### src/rtl/tmr_slave_pkg.sv
package tmr_slave_pkg;
  typedef enum logic [2:0] {
    MODE_FREE  = 3'd0,
    MODE_ENC2  = 3'd1,
    MODE_ENC1  = 3'd2,
    MODE_ENC12 = 3'd3,
    MODE_RESTART = 3'd4,
    MODE_GATE  = 3'd5,
    MODE_START = 3'd6,
    MODE_EXTCK = 3'd7
  } slave_mode_e;

  localparam logic [2:0] SRC_CH1_EDGE = 3'd4;
endpackage

### src/rtl/tmr_trig_sel.sv
module tmr_trig_sel #(
  parameter int N_ITR = 4
) (
  input  logic             clk_i,
  input  logic             rst_ni,
  input  logic [N_ITR-1:0] itrig_i,
  input  logic             ch1_edge_i,
  input  logic             ch1_i,
  input  logic             ch2_i,
  input  logic             ext_trig_i,
  input  logic [2:0]       src_sel_i,
  input  logic             sync_i,
  output logic             lvl_o,
  output logic             rise_o,
  output logic             trig_out_o
);
  localparam int N_SRC = N_ITR + 4;

  logic [N_SRC-1:0] src_vec;
  logic             raw;
  logic             raw_q, raw_qq;

  assign src_vec = {ext_trig_i, ch2_i, ch1_i, ch1_edge_i, itrig_i};
  assign raw     = src_vec[src_sel_i];

  always_ff @(posedge clk_i or negedge rst_ni) begin
    if (!rst_ni) begin
      raw_q  <= 1'b0;
      raw_qq <= 1'b0;
    end else begin
      raw_q  <= raw;
      raw_qq <= raw_q;
    end
  end

  assign trig_out_o = raw & ~raw_q;
  assign lvl_o      = sync_i ? raw_q : raw;
  assign rise_o     = sync_i ? (raw_q & ~raw_qq) : trig_out_o;

  // a pulse on the output is followed by the source sampled high
  p_trig_out_sampled_r2: assert property (@(posedge clk_i) disable iff (!rst_ni)
    trig_out_o |=> raw_q);
  // a delayed edge reflects the output pulse of one cycle earlier
  p_sync_edge_r12: assert property (@(posedge clk_i) disable iff (!rst_ni)
    (sync_i && $past(sync_i) && rise_o) |-> $past(trig_out_o));
endmodule

### src/rtl/tmr_quad_dec.sv
module tmr_quad_dec
  import tmr_slave_pkg::*;
(
  input  logic        clk_i,
  input  logic        rst_ni,
  input  logic        ch1_i,
  input  logic        ch2_i,
  input  slave_mode_e mode_i,
  output logic        up_o,
  output logic        dn_o
);
  logic ch1_q, ch2_q;
  logic e1, e2;
  logic up1, dn1, up2, dn2;

  always_ff @(posedge clk_i or negedge rst_ni) begin
    if (!rst_ni) begin
      ch1_q <= 1'b0;
      ch2_q <= 1'b0;
    end else begin
      ch1_q <= ch1_i;
      ch2_q <= ch2_i;
    end
  end

  assign e1  = ch1_i ^ ch1_q;
  assign e2  = ch2_i ^ ch2_q;
  assign up1 = e1 & (ch1_i != ch2_i);
  assign dn1 = e1 & (ch1_i == ch2_i);
  assign up2 = e2 & (ch2_i == ch1_i);
  assign dn2 = e2 & (ch2_i != ch1_i);

  always_comb begin
    up_o = 1'b0;
    dn_o = 1'b0;
    unique case (mode_i)
      MODE_ENC2:  begin up_o = up2; dn_o = dn2; end
      MODE_ENC1:  begin up_o = up1; dn_o = dn1; end
      MODE_ENC12: begin
        up_o = (e1 ^ e2) & (up1 | up2);
        dn_o = (e1 ^ e2) & (dn1 | dn2);
      end
      default: ;
    endcase
  end

  // never both directions at once
  p_enc_one_dir_r6: assert property (@(posedge clk_i) disable iff (!rst_ni)
    $onehot0({up_o, dn_o}));
endmodule

### src/rtl/tmr_cnt_core.sv
module tmr_cnt_core #(
  parameter int CNT_W = 16
) (
  input  logic             clk_i,
  input  logic             rst_ni,
  input  logic             clear_i,
  input  logic             up_i,
  input  logic             dn_i,
  input  logic [CNT_W-1:0] reload_i,
  output logic [CNT_W-1:0] cnt_o,
  output logic             dir_down_o,
  output logic             upd_o
);
  logic [CNT_W-1:0] cnt_q, cnt_d;
  logic             dir_q, dir_d;
  logic             upd_q, upd_d;

  always_comb begin
    cnt_d = cnt_q;
    dir_d = dir_q;
    upd_d = 1'b0;
    if (clear_i) begin
      cnt_d = '0;
      upd_d = 1'b1;
    end else if (up_i) begin
      dir_d = 1'b0;
      if (cnt_q >= reload_i) begin
        cnt_d = '0;
        upd_d = 1'b1;
      end else begin
        cnt_d = cnt_q + 1'b1;
      end
    end else if (dn_i) begin
      dir_d = 1'b1;
      if (cnt_q == '0) begin
        cnt_d = reload_i;
        upd_d = 1'b1;
      end else begin
        cnt_d = cnt_q - 1'b1;
      end
    end
  end

  always_ff @(posedge clk_i or negedge rst_ni) begin
    if (!rst_ni) begin
      cnt_q <= '0;
      dir_q <= 1'b0;
      upd_q <= 1'b0;
    end else begin
      cnt_q <= cnt_d;
      dir_q <= dir_d;
      upd_q <= upd_d;
    end
  end

  assign cnt_o      = cnt_q;
  assign dir_down_o = dir_q;
  assign upd_o      = upd_q;

  // a restart clears the count and flags an update
  p_restart_clears_r8: assert property (@(posedge clk_i) disable iff (!rst_ni)
    clear_i |=> (cnt_q == '0) && upd_q);
  // a down step from zero lands on the reload value
  p_down_wrap_r7: assert property (@(posedge clk_i) disable iff (!rst_ni)
    (dn_i && !clear_i && !up_i && cnt_q == '0) |=> (cnt_q == $past(reload_i)) && dir_q);
  // no request leaves the count alone
  p_idle_hold_r13: assert property (@(posedge clk_i) disable iff (!rst_ni)
    !(clear_i || up_i || dn_i) |=> $stable(cnt_q) && !upd_q);
endmodule

### src/rtl/tmr_slave_ctrl.sv
module tmr_slave_ctrl
  import tmr_slave_pkg::*;
#(
  parameter int CNT_W = 16,
  parameter int N_ITR = 4
) (
  input  logic             clk_i,
  input  logic             rst_ni,
  input  logic [N_ITR-1:0] itrig_i,
  input  logic             ch1_edge_i,
  input  logic             ch1_i,
  input  logic             ch2_i,
  input  logic             ext_trig_i,
  input  logic             cnt_en_i,
  input  logic [2:0]       src_sel_i,
  input  logic [2:0]       mode_i,
  input  logic             sync_i,
  input  logic [CNT_W-1:0] reload_i,
  output logic [CNT_W-1:0] count_o,
  output logic             dir_down_o,
  output logic             update_o,
  output logic             trig_out_o
);
  slave_mode_e mode;
  logic lvl, rise;
  logic enc_up, enc_dn;
  logic run_q, run_d;
  logic up, dn, clr;

  assign mode = slave_mode_e'(mode_i);

  tmr_trig_sel #(.N_ITR(N_ITR)) u_sel (
    .clk_i      (clk_i),
    .rst_ni     (rst_ni),
    .itrig_i    (itrig_i),
    .ch1_edge_i (ch1_edge_i),
    .ch1_i      (ch1_i),
    .ch2_i      (ch2_i),
    .ext_trig_i (ext_trig_i),
    .src_sel_i  (src_sel_i),
    .sync_i     (sync_i),
    .lvl_o      (lvl),
    .rise_o     (rise),
    .trig_out_o (trig_out_o)
  );

  tmr_quad_dec u_quad (
    .clk_i  (clk_i),
    .rst_ni (rst_ni),
    .ch1_i  (ch1_i),
    .ch2_i  (ch2_i),
    .mode_i (mode),
    .up_o   (enc_up),
    .dn_o   (enc_dn)
  );

  always_comb begin
    run_d = (mode == MODE_START) ? (run_q | rise) : 1'b0;
    up    = 1'b0;
    dn    = 1'b0;
    clr   = 1'b0;
    unique case (mode)
      MODE_FREE:    up = cnt_en_i;
      MODE_ENC2,
      MODE_ENC1,
      MODE_ENC12: begin
        up = cnt_en_i & enc_up;
        dn = cnt_en_i & enc_dn;
      end
      MODE_RESTART: begin
        clr = rise;
        up  = cnt_en_i;
      end
      MODE_GATE:    up = cnt_en_i & lvl & (src_sel_i != SRC_CH1_EDGE);
      MODE_START:   up = cnt_en_i | run_q;
      MODE_EXTCK:   up = cnt_en_i & rise;
      default: ;
    endcase
  end

  always_ff @(posedge clk_i or negedge rst_ni) begin
    if (!rst_ni) run_q <= 1'b0;
    else         run_q <= run_d;
  end

  tmr_cnt_core #(.CNT_W(CNT_W)) u_core (
    .clk_i      (clk_i),
    .rst_ni     (rst_ni),
    .clear_i    (clr),
    .up_i       (up),
    .dn_i       (dn),
    .reload_i   (reload_i),
    .cnt_o      (count_o),
    .dir_down_o (dir_down_o),
    .upd_o      (update_o)
  );

  // a closed gate holds the count
  p_gate_hold_r9: assert property (@(posedge clk_i) disable iff (!rst_ni)
    (mode == MODE_GATE && (!lvl || src_sel_i == SRC_CH1_EDGE)) |=> $stable(count_o));
  // once started, the count keeps moving while the mode stays
  p_start_runs_r10: assert property (@(posedge clk_i) disable iff (!rst_ni)
    (mode == MODE_START && run_q) |=> (count_o != $past(count_o)) || update_o);
  // free-run wrap at the limit
  p_free_wrap_r3: assert property (@(posedge clk_i) disable iff (!rst_ni)
    (mode == MODE_FREE && cnt_en_i && count_o >= reload_i) |=> (count_o == '0) && update_o);
endmodule

### config.mk
export PLATFORM = sky130hd
export DESIGN_NAME = tmr_slave_ctrl
export DESIGN_NICKNAME = d
export VERILOG_FILES = /design/src/rtl/tmr_slave_pkg.sv /design/src/rtl/tmr_trig_sel.sv /design/src/rtl/tmr_quad_dec.sv /design/src/rtl/tmr_cnt_core.sv /design/src/rtl/tmr_slave_ctrl.sv
export SDC_FILE = /design/constraint.sdc
export NUM_CORES = 1
export LEC_CHECK = 0
export CAP_MARGIN = 20
export CORE_ASPECT_RATIO = 0.9
export CORE_MARGIN = 2
export CORE_UTILIZATION = 39
export DETAILED_ROUTE_END_ITERATION = 10
export PLACE_DENSITY = 0.63
export RECOVER_POWER = 25
export SYNTH_ARGS = -nofsm -noshare
export SYNTH_HDL_FRONTEND = slang
export SYNTH_SLANG_ARGS = --single-unit
export TNS_END_PERCENT = 50
### constraint.sdc
create_clock -name clk_i -period 4.4 [get_ports clk_i]
set_input_delay 0.88 -clock clk_i [delete_from_list [all_inputs] [get_ports clk_i]]
set_output_delay 0.88 -clock clk_i [all_outputs]
set_load 0.005 [all_outputs]
==> flow_summary.html, run 1 <==
<table>
<tr><th>Metric</th><th>Value</th></tr>
<tr><th colspan="2">Flow run</th></tr>
<tr><td>Number of maximum-capacitance violations</td><td>0</td></tr>
<tr><th colspan="2">Cells and area</th></tr>
<tr><td>Synthesis-to-finish area growth</td><td>23.3%</td></tr>
<tr><td>Number of filler cells placed in the layout</td><td>619</td></tr>
<tr><td>Non-filler instance count after layout</td><td>417</td></tr>
<tr><td>Commonest non-fill, non-tap cells in the layout</td><td>sky130_fd_sc_hd__clkdlybuf4s50_1 (49), sky130_fd_sc_hd__inv_1 (26), sky130_fd_sc_hd__nand3_1 (25), sky130_fd_sc_hd__dfrtp_1 (23), sky130_fd_sc_hd__a21oi_1 (20)</td></tr>
<tr><td>Diodes inserted</td><td>0</td></tr>
<tr><td>Area taken by flip-flops and latches</td><td>576 um2</td></tr>
<tr><td>Number of nets in the layout</td><td>399</td></tr>
<tr><td>Layout cells sized above 1</td><td>3.77%</td></tr>
<tr><td>Commonest non-fill, non-tap cell in the layout</td><td>sky130_fd_sc_hd__clkdlybuf4s50_1</td></tr>
<tr><td>Multi-input combinational cell area</td><td>1650 um2</td></tr>
<tr><th colspan="2">Global route</th></tr>
<tr><td>Number of antenna violations at the first check in global routing</td><td>0</td></tr>
<tr><td>Global route total overflow</td><td>0</td></tr>
<tr><td>Largest net degree at the start of global routing</td><td>17</td></tr>
<tr><td>Via count of the first global-routing pass</td><td>2,266</td></tr>
<tr><td>Total GRT Usage</td><td>20.6%</td></tr>
<tr><td>Global-route wire length before repair</td><td>11,300 um</td></tr>
<tr><th colspan="2">Drt</th></tr>
<tr><td>Via count</td><td>2,413</td></tr>
<tr><td>DRC</td><td>0</td></tr>
<tr><td>Vias per cell</td><td>5.79</td></tr>
<tr><td>DR pass1 iterations</td><td>4</td></tr>
<tr><td>Drt initial violations</td><td>127</td></tr>
<tr><td>Overall routed net length</td><td>6610 um</td></tr>
<tr><td>Mean routed wirelength per cell</td><td>15.9 um</td></tr>
<tr><td>Count of nets left with antenna violations after detail routing</td><td>0</td></tr>
<tr><th colspan="2">Yosys</th></tr>
<tr><td>Most frequently used flop master after synthesis</td><td>sky130_fd_sc_hd__dfrtp_1</td></tr>
<tr><td>Number of synthesized flops with an enable pin</td><td>0</td></tr>
<tr><td>Post-synthesis async set-or-reset flop share</td><td>100%</td></tr>
<tr><td>Number of warnings issued by yosys</td><td>0</td></tr>
<tr><td>Proportion of synthesized chip area in sequential cells</td><td>23.7%</td></tr>
<tr><td>Mapped Cells</td><td>310</td></tr>
<tr><td>Post-synthesis cell type count</td><td>56</td></tr>
<tr><td>Synthesized cell area</td><td>2430 um2</td></tr>
<tr><td>Register bit count reported by yosys</td><td>23</td></tr>
<tr><td>Post-synthesis area per instance</td><td>7.85 um2</td></tr>
<tr><td>Synth Net Count</td><td>363</td></tr>
<tr><th colspan="2">Clock network</th></tr>
<tr><td>Post-CTS Setup Repair Bufs</td><td>0</td></tr>
<tr><td>Clock latency on the worst-skew pair</td><td>270 ps</td></tr>
<tr><td>Sinks on the clock net</td><td>23</td></tr>
<tr><td>Buffer depth of the longest clock path</td><td>2</td></tr>
<tr><td>CTS tree</td><td>done</td></tr>
<tr><td>Library cell used as clock root buffer</td><td>sky130_fd_sc_hd__clkbuf_8</td></tr>
<tr><td>Number of H-tree levels</td><td>1</td></tr>
<tr><td>Number of buffers added by the clock tree synthesis step</td><td>3</td></tr>
<tr><td>Hold bufs inserted after CTS</td><td>0</td></tr>
<tr><td>Post-CTS sizing</td><td>0</td></tr>
<tr><td>Clock-pin slew on the worst setup and hold paths</td><td>80 ps</td></tr>
<tr><th colspan="2">Timing</th></tr>
<tr><td>Post-Route Hold Slack</td><td>471 ps</td></tr>
<tr><td>Remaining max-slew budget at the tightest pin</td><td>47.9%</td></tr>
<tr><td>Share of the cycle needed by the critical path after routing</td><td>84.7%</td></tr>
<tr><td>Sum of negative setup slack</td><td>0 ps</td></tr>
<tr><td>Tightest Pin Transition</td><td>774 ps</td></tr>
<tr><td>Max-slew violations</td><td>0</td></tr>
<tr><td>Final worst clock skew</td><td>14.7 ps</td></tr>
<tr><td># setup viols final</td><td>0</td></tr>
<tr><td>Upper clock frequency limit</td><td>268 MHz</td></tr>
<tr><td>Min Clock Period, post-route</td><td>3730 ps</td></tr>
<tr><td>Unrepaired setup endpoints after global routing</td><td>no</td></tr>
<tr><td>Number of hold violations in the final report</td><td>0</td></tr>
<tr><th colspan="2">Floorplanning</th></tr>
<tr><td>Die Y</td><td>78.9 um</td></tr>
<tr><td>Initial Utilization</td><td>40.0%</td></tr>
<tr><td>Core box area</td><td>6080 um2</td></tr>
<tr><td>Die outline width</td><td>87.3 um</td></tr>
<tr><td>Die ar.</td><td>6890 um2</td></tr>
<tr><td>I/O pins</td><td>53</td></tr>
<tr><td>Site Rows</td><td>27</td></tr>
<tr><th colspan="2">Power and ir drop</th></tr>
<tr><td>Fraction of power consumed by combinational cells</td><td>59.4%</td></tr>
<tr><td>Part of the power in registers</td><td>31.0%</td></tr>
<tr><td>Max IR drop VDD</td><td>0.304 mV</td></tr>
<tr><td>Power share of the clock group</td><td>9.6%</td></tr>
<tr><td>Switching part of the total</td><td>46.1%</td></tr>
<tr><td>Internal power contribution</td><td>0.757 mW</td></tr>
<tr><td>Power dissipated by switching net loads</td><td>0.648 mW</td></tr>
<tr><td>Power density cells</td><td>468 nW/um2</td></tr>
<tr><td>Static Leakage</td><td>1.32 nW</td></tr>
<tr><th colspan="2">Place</th></tr>
<tr><td>Sum of net half-perimeters after detailed placement</td><td>4980 um</td></tr>
<tr><td>Input/output buffers</td><td>52</td></tr>
<tr><td>Placed Instances</td><td>413</td></tr>
<tr><td>Routability Congestion</td><td>0.853</td></tr>
<tr><th colspan="2">Critical path</th></tr>
<tr><td>Worst-path maximum fanout</td><td>7</td></tr>
<tr><td>Data arrival time of the critical path</td><td>2850 ps</td></tr>
<tr><td>Biggest cell delay along the critical path</td><td>720 ps</td></tr>
<tr><td>Slowest stage cell on the critical path</td><td>sky130_fd_sc_hd__dlygate4sd3_1</td></tr>
<tr><td>Critical path start-end classification</td><td>input pin to output port</td></tr>
<tr><td>CP startpoint kind</td><td>input pin</td></tr>
<tr><td>WP data required</td><td>3520 ps</td></tr>
<tr><td>Cell-by-cell trace of the critical path</td><td>dlygate4sd3_1 -&gt; mux2i_1 -&gt; mux4_2 -&gt; nor2_1 -&gt; clkdlybuf4s50_1</td></tr>
<tr><td>Critical path endpoint category</td><td>output port</td></tr>
<tr><th colspan="2">Status</th></tr>
<tr><td>Run status</td><td>completed</td></tr>
<tr><th colspan="2">Min path</th></tr>
<tr><td>Hold crit path type</td><td>flop to flop</td></tr>
</table>
==> final timing paths <==
path / startpoint / end / slack [ps] / cells after the start
setup / recovery: ch1_i / trig_out_o / 670 / 5
hold / removal: u_sel.raw_q / u_sel.raw_qq / 470 / 0
setup reg to reg: u_core.cnt_o[8] / u_core.cnt_o[6] / 1270 / 6
hold reg to reg: u_sel.raw_q / u_sel.raw_qq / 470 / 0
max in group asynchronous: rst_ni / u_core.cnt_o[8] / 2290 / 2
min in group asynchronous: rst_ni / u_quad.ch2_q / 1010 / 1
==> logic make-up after synthesis <==
logic type / Yosys count / synth area share (%)
XOR/XNOR: 12 / 4.32
buffers and inverters: 50 / 8.48
AO/OA/AOI/OAI: 84 / 23.8
multiplexers: 10 / 4.63
adder cells (fa/ha/maj): 19 / 9.77
AND/OR/NAND/NOR: 112 / 25.3
flip-flops: 23 / 23.7
==> Yosys cell counts, types with 2 or more instances <==
master                      number  area [um2]
sky130_fd_sc_hd__a22oi_1         4        30.0
sky130_fd_sc_hd__a31oi_1         2        12.5
sky130_fd_sc_hd__dfrtp_1        23         576
sky130_fd_sc_hd__nand3_1        25         125
sky130_fd_sc_hd__o22ai_1         2        12.5
sky130_fd_sc_hd__and3b_1         2        17.5
sky130_fd_sc_hd__a32oi_1         3        26.3
sky130_fd_sc_hd__or3b_2          2        17.5
sky130_fd_sc_hd__and3_1          5        31.3
sky130_fd_sc_hd__o31ai_1         2        15.0
sky130_fd_sc_hd__buf_6           2        22.5
sky130_fd_sc_hd__o2111ai_1       2        17.5
sky130_fd_sc_hd__mux2i_1         9        90.1
sky130_fd_sc_hd__nor4_1          3        18.8
sky130_fd_sc_hd__a211o_1         5        43.8
sky130_fd_sc_hd__a211oi_1       11        82.6
sky130_fd_sc_hd__a21o_1          5        37.5
sky130_fd_sc_hd__or4_1           2        15.0
sky130_fd_sc_hd__a221oi_1        2        17.5
sky130_fd_sc_hd__nor3b_1         2        15.0
sky130_fd_sc_hd__inv_1          26        97.6
sky130_fd_sc_hd__o311ai_0        2        17.5
sky130_fd_sc_hd__xor2_1          3        26.3
sky130_fd_sc_hd__and2_1          2        12.5
sky130_fd_sc_hd__nor2_1         17        63.8
sky130_fd_sc_hd__clkbuf_1       19        71.3
sky130_fd_sc_hd__or3_1           9        56.3
sky130_fd_sc_hd__buf_2           2        10.0
sky130_fd_sc_hd__nor2b_1         2        12.5
sky130_fd_sc_hd__nor3_1          5        25.0
sky130_fd_sc_hd__xnor2_1         9        78.8
sky130_fd_sc_hd__ha_1           19         238
sky130_fd_sc_hd__nand2_1        19        71.3
sky130_fd_sc_hd__nand4_1         4        25.0
sky130_fd_sc_hd__a21oi_1        20         100
sky130_fd_sc_hd__o21ai_0        12        60.1
sky130_fd_sc_hd__nand4b_1        2        17.5
sky130_fd_sc_hd__nand2b_1        5        31.3
sky130_fd_sc_hd__o211ai_1        3        22.5
==> area by class of cell <==
type                       count  area share (%)
clock buffer                   3            1.38
clock inverter                 1           0.167
inverter                      26            3.25
multi-input combinational    237            55.0
sequential                    23            19.2
tap                           72            3.00
timing repair buffer          55            18.0
==> registers in the layout (all words and copies together), names as in the netlist <==
register,flops
u_quad.ch2_q,1
u_core.dir_down_o,1
u_quad.ch1_q,1
u_core.upd_o,1
u_sel.raw_qq,1
run_q,1
u_core.cnt_o,16
u_sel.raw_q,1
==> per-layer routing <==
metal  vias to the layer above  share of wire (%)  GRT usage [%]
met5                         -                  0              0
met4                         0               0.51           3.85
met3                         2                6.5           3.22
met2                        74                 44           31.0
met1                      1117                 49           31.1
li1                       1220                  -              -
==> per-stage QoR <==
stage                     util [%]  setup slack, ps  cell area [um2]  power, mW
after CTS                     49.7              729             3020       1.41
final                         49.3              673             3000       1.41
after global placement        48.5              581             2950       1.26
after global routing          49.3              555             3000       1.55
after detailed placement      49.0              562             2980       1.27
after floorplan                  -             1320             2430      0.969
==> power by group through the flow <==
stage               Clock, mW  Combinational (mW)  Sequential [mW]
floorplan                   0               0.629            0.341
global placement            0               0.823            0.433
detailed placement          0               0.835            0.435
CTS                     0.137               0.839            0.432
global route            0.147               0.940            0.458
finish                  0.135               0.835            0.435
==> critical path: cells and delay by family <==
| kind | cells | cell delay [ps] |
|---|---|---|
| buf+inv | 2 | 1220 |
| mux | 2 | 640 |
| simple gates | 1 | 100 |
No activity file was read; power rests on OpenSTA's default activity.
==> inputs of run 2 (changes only) <==
--- a/config.mk
+++ b/config.mk
@@ -10,7 +10,7 @@
 export CORE_MARGIN = 2
 export CORE_UTILIZATION = 39
 export DETAILED_ROUTE_END_ITERATION = 10
-export PLACE_DENSITY = 0.63
+export PLACE_DENSITY = 0.66
 export RECOVER_POWER = 25
 export SYNTH_ARGS = -nofsm -noshare
 export SYNTH_HDL_FRONTEND = slang
==> constraint.sdc (replaced) <==
create_clock -name clk_i -period 3.1 [get_ports clk_i]
set_input_delay 0.62 -clock clk_i [delete_from_list [all_inputs] [get_ports clk_i]]
set_output_delay 0.62 -clock clk_i [all_outputs]
set_load 0.005 [all_outputs]
==> flow_summary.html, run 2 (synthesis results as in run 1) <==
<table>
<tr><th>Metric</th><th>Value</th></tr>
<tr><th colspan="2">Cells and area</th></tr>
<tr><td>Flip-flop count of the largest register after layout</td><td>16</td></tr>
<tr><td>Number of filler cells placed in the layout</td><td>567</td></tr>
<tr><td>Final standard cell utilization of the core</td><td>53.0%</td></tr>
<tr><td>Commonest non-fill, non-tap cell in the layout</td><td>sky130_fd_sc_hd__clkdlybuf4s50_1</td></tr>
<tr><td>Layout cells sized above 1</td><td>10.9%</td></tr>
<tr><td>Diodes inserted</td><td>0</td></tr>
<tr><td>Non-filler instance count after layout</td><td>447</td></tr>
<tr><td>Number of nets in the layout</td><td>429</td></tr>
<tr><td>Synthesis-to-finish area growth</td><td>32.4%</td></tr>
<tr><td>Final instance area</td><td>3220 um2</td></tr>
<tr><td>Commonest non-fill, non-tap cells in the layout</td><td>sky130_fd_sc_hd__clkdlybuf4s50_1 (49), sky130_fd_sc_hd__buf_4 (31), sky130_fd_sc_hd__inv_1 (26), sky130_fd_sc_hd__nand3_1 (25), sky130_fd_sc_hd__dfrtp_1 (23)</td></tr>
<tr><th colspan="2">Clock network</th></tr>
<tr><td>Number of buffers added by the clock tree synthesis step</td><td>3</td></tr>
<tr><td>Buffer depth of the longest clock path</td><td>2</td></tr>
<tr><td>CTS tree</td><td>done</td></tr>
<tr><td>Hold bufs inserted after CTS</td><td>0</td></tr>
<tr><td>Clock latency on the worst-skew pair</td><td>270 ps</td></tr>
<tr><td>Number of H-tree levels</td><td>1</td></tr>
<tr><td>Library cell used as clock root buffer</td><td>sky130_fd_sc_hd__clkbuf_8</td></tr>
<tr><td>Sinks on the clock net</td><td>23</td></tr>
<tr><td>Post-CTS Setup Repair Bufs</td><td>0</td></tr>
<tr><td>Clock-pin slew on the worst setup and hold paths</td><td>80 ps</td></tr>
<tr><th colspan="2">Min path</th></tr>
<tr><td>Depth of the worst hold-timing path</td><td>0</td></tr>
<tr><td>Hold crit path type</td><td>flop to flop</td></tr>
<tr><th colspan="2">Global route</th></tr>
<tr><td>Total GRT Usage</td><td>20.3%</td></tr>
<tr><td>Largest net degree at the start of global routing</td><td>24</td></tr>
<tr><td>Global route total overflow</td><td>0</td></tr>
<tr><td>Number of antenna violations at the first check in global routing</td><td>0</td></tr>
<tr><td>Via count of the first global-routing pass</td><td>2,320</td></tr>
<tr><td>Global-route wire length before repair</td><td>11,300 um</td></tr>
<tr><th colspan="2">Power and ir drop</th></tr>
<tr><td>Fraction of power consumed by combinational cells</td><td>64.1%</td></tr>
<tr><td>Part of the power in registers</td><td>26.7%</td></tr>
<tr><td>Power dissipated by switching net loads</td><td>0.945 mW</td></tr>
<tr><td>Max IR drop VDD</td><td>0.407 mV</td></tr>
<tr><td>Switching part of the total</td><td>44.5%</td></tr>
<tr><td>Power share of the clock group</td><td>9.3%</td></tr>
<tr><td>Static Leakage</td><td>1.47 nW</td></tr>
<tr><td>Power density cells</td><td>659 nW/um2</td></tr>
<tr><td>Internal power contribution</td><td>1.18 mW</td></tr>
<tr><td>PnR Total Power</td><td>2.12 mW</td></tr>
<tr><th colspan="2">Flow run</th></tr>
<tr><td>Number of maximum-capacitance violations</td><td>0</td></tr>
<tr><th colspan="2">Critical path</th></tr>
<tr><td>WP data required</td><td>2480 ps</td></tr>
<tr><td>Worst reg2reg path depth</td><td>10</td></tr>
<tr><td>Data arrival time of the critical path</td><td>2390 ps</td></tr>
<tr><td>CP startpoint kind</td><td>input pin</td></tr>
<tr><td>Critical path start-end classification</td><td>input pin to output port</td></tr>
<tr><td>Critical path endpoint category</td><td>output port</td></tr>
<tr><td>Slack of the worst reg-to-reg path</td><td>460 ps</td></tr>
<tr><td>Worst-path maximum fanout</td><td>3</td></tr>
<tr><th colspan="2">Timing</th></tr>
<tr><td>Final worst clock skew</td><td>6.08 ps</td></tr>
<tr><td>Max-slew violations</td><td>0</td></tr>
<tr><td>Number of hold violations in the final report</td><td>0</td></tr>
<tr><td>Share of the cycle needed by the critical path after routing</td><td>97.2%</td></tr>
<tr><td>Upper clock frequency limit</td><td>332 MHz</td></tr>
<tr><td>Remaining max-slew budget at the tightest pin</td><td>10.6%</td></tr>
<tr><td>Min Clock Period, post-route</td><td>3010 ps</td></tr>
<tr><td># setup viols final</td><td>0</td></tr>
<tr><td>Unrepaired setup endpoints after global routing</td><td>no</td></tr>
<tr><td>Tightest Pin Transition</td><td>1340 ps</td></tr>
<tr><th colspan="2">Floorplanning</th></tr>
<tr><td>Initial Utilization</td><td>40.0%</td></tr>
<tr><td>Die Y</td><td>78.9 um</td></tr>
<tr><td>I/O pins</td><td>53</td></tr>
<tr><td>Core box area</td><td>6080 um2</td></tr>
<tr><td>Die ar.</td><td>6890 um2</td></tr>
<tr><td>Die outline width</td><td>87.3 um</td></tr>
<tr><td>Site Rows</td><td>27</td></tr>
<tr><th colspan="2">Status</th></tr>
<tr><td>Run status</td><td>completed</td></tr>
<tr><th colspan="2">Drt</th></tr>
<tr><td>Drt initial violations</td><td>153</td></tr>
<tr><td>Mean routed wirelength per cell</td><td>14.8 um</td></tr>
<tr><td>Vias per cell</td><td>5.69</td></tr>
<tr><td>DRC</td><td>0</td></tr>
<tr><td>Overall routed net length</td><td>6640 um</td></tr>
<tr><td>DR pass1 iterations</td><td>5</td></tr>
<tr><td>Count of nets left with antenna violations after detail routing</td><td>0</td></tr>
<tr><td>Via count</td><td>2,545</td></tr>
<tr><th colspan="2">Place</th></tr>
<tr><td>Dpl cell area</td><td>3180 um2</td></tr>
<tr><td>Input/output buffers</td><td>52</td></tr>
<tr><td>Routability Congestion</td><td>0.858</td></tr>
<tr><td>Placed Instances</td><td>443</td></tr>
<tr><td>Sum of net half-perimeters after detailed placement</td><td>5160 um</td></tr>
</table>
run 2: worst paths after layout:
path / start / to
max: ch1_i / trig_out_o
min reg2reg: u_sel.raw_q / u_sel.raw_qq
min: u_sel.raw_q / u_sel.raw_qq
max in group asynchronous: rst_ni / u_core.cnt_o[11]
min in group asynchronous: rst_ni / u_core.cnt_o[3]
max reg2reg: u_core.cnt_o[0] / u_core.cnt_o[12]
run 2: power groups by stage:
stage | clock [mW] | combinational, mW | sequential [mW]
2_1_floorplan | 0 | 0.892 | 0.484
3_3_place_gp | 0 | 1.33 | 0.568
3_5_place_dp | 0 | 1.35 | 0.566
4_1_cts | 0.198 | 1.36 | 0.563
5_1_grt | 0.212 | 1.53 | 0.590
6_report | 0.197 | 1.36 | 0.566
run 2: per-stage QoR:
stage	hold WS [ps]	setup TNS, ps	setup slack [ps]
after CTS	470	0	54.8
after global routing	488	0	10.7
after floorplan	324	0	275
after detailed placement	451	-2020	-209
final	462	0	85.5
after global placement	453	-1300	-144
run 2: what timing repair did:
item | 4_1_cts | 5_1_grt
setup endpoints to repair | 1 | 2
gates resized for setup | 1 | 2
endpoints found under the hold margin | 0 | 0
gates cloned | 0 | 0
run 2: final cells by class:
type / count / area (um2) / share of cell area [%]
multi-input cells: 237 / 1650 / 51.3
repair buffers: 85 / 762 / 23.7
flip-flops and latches: 23 / 576 / 17.9
inverters: 26 / 97.6 / 3.03
well taps: 72 / 90.1 / 2.80
clock buffers: 4 / 45.0 / 1.40
run 2: critical path, cell delays in order:
cell and delay, ps:
sky130_fd_sc_hd__clkdlybuf4s50_1 490, sky130_fd_sc_hd__mux2i_1 80, sky130_fd_sc_hd__mux4_2 480, sky130_fd_sc_hd__buf_4 160, sky130_fd_sc_hd__nor2_1 70, sky130_fd_sc_hd__clkdlybuf4s50_1 500
run 2: routing by layer:
metal | vias to the layer above | track usage (%) | wire length, um
li1 | 1269 | - | -
met1 | 1166 | 31.1 | 3290
met2 | 98 | 29.5 | 2790
met5 | - | 0 | 0
met3 | 12 | 4.26 | 470
met4 | 0 | 2.92 | 81
